$ cat config.mk
export PLATFORM = sky130hd
export DESIGN_NAME = ucode_tx
export DESIGN_NICKNAME = d
export VERILOG_FILES = /design/src/rtl/ucode_pkg.sv /design/src/rtl/ucode_slot_seq.sv /design/src/rtl/ucode_bit_latch.sv /design/src/rtl/ucode_shaper.sv /design/src/rtl/ucode_tx.sv
export SDC_FILE = /design/constraint.sdc
export NUM_CORES = 1
export LEC_CHECK = 0
export BUFFER_PORTS_ARGS = -buffer_cell sky130_fd_sc_hd__buf_2
export CORE_AREA = 8 8 45 47
export DETAILED_ROUTE_END_ITERATION = 8
export DIE_AREA = 0 0 53 55
export HOLD_SLACK_MARGIN = 0.1
export MAX_ROUTING_LAYER = met4
export PLACE_DENSITY = 0.62
export SLEW_MARGIN = 20
export SYNTH_ARGS = -nofsm -noshare
export SYNTH_HDL_FRONTEND = slang
export SYNTH_HIERARCHICAL = 1
export SYNTH_SLANG_ARGS = --single-unit
$ cat constraint.sdc
create_clock -name clk -period 1.8 [get_ports clk]
set_input_delay 0.36 -clock clk [delete_from_list [all_inputs] [get_ports clk]]
set_output_delay 0.36 -clock clk [all_outputs]
set_load 0.05 [all_outputs]
$ cat src/rtl/ucode_pkg.sv
package ucode_pkg;
  typedef enum logic [2:0] {
    LC_LEVEL = 3'd0,
    LC_MARK  = 3'd1,
    LC_SPACE = 3'd2,
    LC_RZ    = 3'd3,
    LC_PPOS  = 3'd4,
    LC_PDUR  = 3'd5,
    LC_RSV6  = 3'd6,
    LC_RSV7  = 3'd7
  } lc_mode_e;
endpackage

$ cat src/rtl/ucode_slot_seq.sv
// Sub-slot sequencer: counts slots within a bit period and flags the wrap.
module ucode_slot_seq #(
  parameter int SLOTS = 4,
  localparam int SW = (SLOTS > 1) ? $clog2(SLOTS) : 1
) (
  input  logic          clk,
  input  logic          rst,
  input  logic          slot_en,
  output logic [SW-1:0] slot_q,
  output logic [SW-1:0] slot_nxt,
  output logic          wrap
);
  localparam logic [SW-1:0] LAST = SW'(SLOTS - 1);

  assign wrap     = slot_en && (slot_q == LAST);
  assign slot_nxt = wrap ? '0 : (slot_en ? slot_q + 1'b1 : slot_q);

  // Reset parks the counter on the last slot so the first enable requests a bit.
  always_ff @(posedge clk) begin
    if (rst) slot_q <= LAST;
    else     slot_q <= slot_nxt;
  end
endmodule

$ cat src/rtl/ucode_bit_latch.sv
// Samples bit and scheme at the period wrap; keeps the toggle-scheme line state.
module ucode_bit_latch
  import ucode_pkg::*;
(
  input  logic     clk,
  input  logic     rst,
  input  logic     wrap,
  input  logic     data_bit,
  input  logic     data_valid,
  input  logic [2:0] mode_sel,
  output logic     cur_bit,
  output lc_mode_e cur_mode,
  output logic     nrz_q,
  output logic     nxt_bit,
  output lc_mode_e nxt_mode,
  output logic     nxt_nrz,
  output logic     underrun
);
  logic     take_bit;
  lc_mode_e sel_mode;
  logic     flip;

  assign take_bit = data_valid & data_bit;
  assign sel_mode = lc_mode_e'(mode_sel);

  always_comb begin
    flip = 1'b0;
    if (sel_mode == LC_MARK  &&  take_bit) flip = 1'b1;
    if (sel_mode == LC_SPACE && !take_bit) flip = 1'b1;
  end

  assign nxt_bit  = wrap ? take_bit : cur_bit;
  assign nxt_mode = wrap ? sel_mode : cur_mode;
  assign nxt_nrz  = (wrap && flip) ? ~nrz_q : nrz_q;

  always_ff @(posedge clk) begin
    if (rst) begin
      cur_bit  <= 1'b0;
      cur_mode <= LC_LEVEL;
      nrz_q    <= 1'b0;
      underrun <= 1'b0;
    end else begin
      cur_bit  <= nxt_bit;
      cur_mode <= nxt_mode;
      nrz_q    <= nxt_nrz;
      if (wrap && !data_valid) underrun <= 1'b1;
    end
  end

  assert_underrun_sticky_R10: assert property (@(posedge clk) disable iff (rst)
    underrun |=> underrun);

  assert_nrz_holds_R11: assert property (@(posedge clk) disable iff (rst)
    !$past(wrap) |-> $stable(nrz_q));
endmodule

$ cat src/rtl/ucode_shaper.sv
// Combinational waveform shaper: line level for a given slot, bit and scheme.
module ucode_shaper
  import ucode_pkg::*;
#(
  parameter int SLOTS   = 4,
  parameter int SHORT   = 1,
  parameter int LONG    = 3,
  parameter int PPM_POS = 2,
  localparam int SW   = (SLOTS > 1) ? $clog2(SLOTS) : 1,
  localparam int HALF = SLOTS / 2
) (
  input  logic [SW-1:0] slot,
  input  logic          bit_v,
  input  lc_mode_e      mode,
  input  logic          nrz,
  output logic          level
);
  int s;
  assign s = int'(slot);

  always_comb begin
    case (mode)
      LC_LEVEL: level = bit_v;
      LC_MARK,
      LC_SPACE: level = nrz;
      LC_RZ:    level = bit_v && (s < HALF);
      LC_PPOS:  level = bit_v ? ((s >= PPM_POS) && (s < PPM_POS + SHORT))
                              : (s < SHORT);
      LC_PDUR:  level = bit_v ? (s < LONG) : (s < SHORT);
      default:  level = 1'b0;
    endcase
  end
endmodule

$ cat src/rtl/ucode_tx.sv
// Unipolar line-code encoder top.
module ucode_tx
  import ucode_pkg::*;
#(
  parameter int SLOTS   = 4,
  parameter int SHORT   = 1,
  parameter int LONG    = 3,
  parameter int PPM_POS = 2
) (
  input  logic       clk,
  input  logic       rst,
  input  logic       slot_en,
  input  logic [2:0] mode_sel,
  input  logic       data_bit,
  input  logic       data_valid,
  output logic       line_out,
  output logic       bit_req,
  output logic       period_start,
  output logic       underrun
);
  localparam int SW   = (SLOTS > 1) ? $clog2(SLOTS) : 1;
  localparam int HALF = SLOTS / 2;

  logic [SW-1:0] slot_q, slot_nxt;
  logic          wrap;
  logic          cur_bit, nrz_q, nxt_bit, nxt_nrz;
  lc_mode_e      cur_mode, nxt_mode;
  logic          level_nxt;
  logic          line_q, pstart_q;

  ucode_slot_seq #(.SLOTS(SLOTS)) u_seq (
    .clk(clk), .rst(rst), .slot_en(slot_en),
    .slot_q(slot_q), .slot_nxt(slot_nxt), .wrap(wrap)
  );

  ucode_bit_latch u_latch (
    .clk(clk), .rst(rst), .wrap(wrap),
    .data_bit(data_bit), .data_valid(data_valid), .mode_sel(mode_sel),
    .cur_bit(cur_bit), .cur_mode(cur_mode), .nrz_q(nrz_q),
    .nxt_bit(nxt_bit), .nxt_mode(nxt_mode), .nxt_nrz(nxt_nrz),
    .underrun(underrun)
  );

  ucode_shaper #(.SLOTS(SLOTS), .SHORT(SHORT), .LONG(LONG), .PPM_POS(PPM_POS)) u_shape (
    .slot(slot_nxt), .bit_v(nxt_bit), .mode(nxt_mode), .nrz(nxt_nrz),
    .level(level_nxt)
  );

  // Line and marker are registered; the line is refreshed once per sub-slot.
  always_ff @(posedge clk) begin
    if (rst) begin
      line_q   <= 1'b0;
      pstart_q <= 1'b0;
    end else begin
      pstart_q <= wrap;
      if (slot_en) line_q <= level_nxt;
    end
  end

  assign line_out     = line_q;
  assign period_start = pstart_q;
  assign bit_req      = wrap;

  assert_start_follows_req_R9: assert property (@(posedge clk) disable iff (rst)
    period_start |-> $past(bit_req));

  assert_rz_second_half_low_R5: assert property (@(posedge clk) disable iff (rst)
    (cur_mode == LC_RZ && int'(slot_q) >= HALF) |-> !line_out);

  assert_pdur_first_slot_high_R7: assert property (@(posedge clk) disable iff (rst)
    (cur_mode == LC_PDUR && slot_q == '0) |-> line_out);

  assert_reserved_low_R8: assert property (@(posedge clk) disable iff (rst)
    (cur_mode == LC_RSV6 || cur_mode == LC_RSV7) |-> !line_out);

  assert_line_on_enable_R12: assert property (@(posedge clk) disable iff (rst)
    !$past(slot_en) && !$past(rst) |-> $stable(line_out));
endmodule

==> metrics.yaml <==
outcome: "finished with violations"
violations: "setup timing"
wirelength_um: 1090
synth-edff-count: 0
layout_commonest_cell: "buf_2"
tightest_slew_ns: 0.278
drt_iter0_markers: 2
finClkSkew_ns: 0.00209
critPathMaxFanout: 7
mappedNetlistArea_sq_um: 502
nNetsFinal: 86
die_width_um: 53
path_clk_slew_ns: 0.07
ios: 12
dieArea_sq_um: 2920
cp.required_ns: 1.95
root_buffer: "clkbuf_4"
power_density_nw_per_um2: 850
place_ws_ns: -0.0781
cp.arrival_ns: 1.95
ys_ff_latch: 10
rsz0062_at_grt: "true"
fin_crit_sh: 1.00
wl_per_cell_um: 11.8
max_freq_mhz: 554
yosysTopAreaCell: "dfxtp_1"
tritoncts: "built"
max_cap_viol_count: 0
vias: 446
gp_congestion: 0.725
total_leakage_power_nw: 0.337
final_cells: 92
ctsHoldBuffers: 0
fin_crit_ns: 1.81
placed_cells: 85
syn_to_final_growth_pct: 43.1
layout_common_cells: "11 x buf_2, 9 x nor2b_1, 8 x dfxtp_1"
die_height_um: 55
vdd_drop_max_uv: 467
cp_top_family: "multiplexers"
busiest_layer: "met2"
crit_slowest_cell: "dfxtp_2"
critical_path_class: "flip-flop to flip-flop"
synth-main-ff-cell: "dfxtp_1"
dp_hpwl_um: 818
min_path_cells: 2
cp-end-kind: "flip-flop"
critPathMaxStageDelay_ns: 0.35
postSynthAreaPerCell_sq_um: 9.47
syn-num-nets: 62
grt_max_degree: 12
grt_util_all_layers: 0.0865
use_met1: 0.102
postSynth.asyncResetShare: 0
clockBufferDepth: 2
synth.top_cell.area_share: 0.399
start_util: 0.363
fin_ws_ns: -0.00564
relSlewSlack: 0.815
path_buf_inv: 0
grt.overflow.total: 0
antennaDiodeCount: 0
synth_area_leaders: "dfxtp_1 40%, nor2b_1 11%, mux2_2 6.7%, xor2_1 5.2%, nand3b_1 4.5%"
ys_types: 23
crit_path_start_kind: "flip-flop"
crit_chain: "ha_4 -> and2_4 -> mux2_4 -> xor2_1 -> a221oi_2 -> o2bb2ai_1 -> mux2i_1 -> nor2_1"
grt.met3_usage: 0.0401
ys_warn_count: 6
grt_pass1_wl_um: 1780
seq_area_frac_synth: 0.399
drcViolationCount: 0
finalSetupViolations: 1
drv_slew: 0
antenna_found_initial: 0
syn_inst: 53
use_met2: 0.123
io_buffers: 11
drive_gt1_frac: 0.447
reg2reg_depth: 8
clock_latency_ns: 0.26
design.core.area_sq_um: 1380
finalHoldViolCount: 0
fp-row-count: 14
first_pass_iters: 3
hold_path_class: "primary input to flip-flop"
cp_num_cells: 8
cts_made_buffers: 3
first_global_vias: 419
vias_per_cell: 4.85
cts_max_level: 1
postRouteAntennaNets: 0
clock-sinks: 10
-- through the flow --
stage | instance area, sq um | TNS (ns) | util | hold slack [ns] | total power, mW
2_1_floorplan | 526 | -0.0483 | - | 0.432 | 0.350
3_5_place_dp | 638 | -0.0781 | 0.461 | 0.460 | 0.400
6_report | 718 | -0.00564 | 0.519 | 0.420 | 0.610
5_1_grt | 718 | -0.124 | 0.519 | 0.420 | 0.654
3_3_place_gp | 638 | -0.0706 | 0.461 | 0.452 | 0.397
4_1_cts | 697 | -0.0441 | 0.504 | 0.416 | 0.610
-- cells in the mapped netlist, types with 2 or more instances --
cell type,instances
xor2_1,3
nor2b_1,9
mux2_2,3
inv_1,2
nor2_1,4
nand3b_1,3
a21oi_1,2
nand2b_1,2
dfxtp_1,10
nand2_1,2
-- report_power, final --
part	switching, mW	internal, mW	total, mW
combinational	0.0856	0.0825	0.168
sequential	0.00768	0.237	0.245
clock	0.0745	0.123	0.197
total	0.168	0.443	0.610
-- worst reg2reg max path, stage by stage, from the launching register on --
cell,delay (ns)
dfxtp_2,0.35
ha_4,0.13
and2_4,0.19
mux2_4,0.33
xor2_1,0.17
a221oi_2,0.23
o2bb2ai_1,0.10
mux2i_1,0.14
nor2_1,0.05
-- metal layers --
metal | routed length [um] | up-vias
met1 | 499 | 205
met4 | 0 | 0
met5 | 0 | -
met2 | 485 | 11
met3 | 101 | 0
li1 | - | 230
-- kinds of logic (layout without fill, tap and decap cells) --
logic type / count (synthesis) / in the layout / synth area share
XOR/XNOR: 3 / 3 / 0.0524
AO/OA/AOI/OAI: 7 / 7 / 0.0973
buffers and inverters: 2 / 25 / 0.0150
adder cells (fa/ha/maj): 1 / 1 / 0.0249
AND/OR/NAND/NOR: 25 / 25 / 0.302
multiplexers: 5 / 5 / 0.110
flip-flops: 10 / 10 / 0.399
-- timing repair --
action / CTS / global route
resized for setup: 1 / 4
buffers inserted: 3 / 0
endpoints found under the hold margin: 0 / 0
pin swaps: 3 / 4
setup endpoints to repair: 1 / 1
-- final cells by class --
class,instances,area [sq um]
Clock buffer,4,36.3
Multi-Input combinational cell,41,333
Inverter,2,7.51
Timing Repair Buffer,19,119
Fill cell,147,666
Tap cell,16,20.0
Sequential cell,10,203
-- state kept, by name, indices dropped and copies added, names as in the netlist --
name / cells
line_out: 1
period_start: 1
u_latch/cur_bit: 1
u_latch/cur_mode: 3
u_latch/nrz_q: 1
u_latch/underrun: 1
u_seq/slot_q: 2
-- final timing paths --
| check | start | end | slack, ns |
|---|---|---|---|
| worst max-delay path | u_seq/slot_q[0]$_SDFF_PP1_ | line_out$_SDFFE_PP0P_ | -0.006 |
| worst min-delay path | rst | u_latch/underrun$_SDFFE_PP0P_ | 0.42 |
| worst max register to register | u_seq/slot_q[0]$_SDFF_PP1_ | line_out$_SDFFE_PP0P_ | -0.006 |
| worst min register to register | u_latch/underrun$_SDFFE_PP0P_ | u_latch/underrun$_SDFFE_PP0P_ | 0.47 |
(Power assumes the default switching activity.)
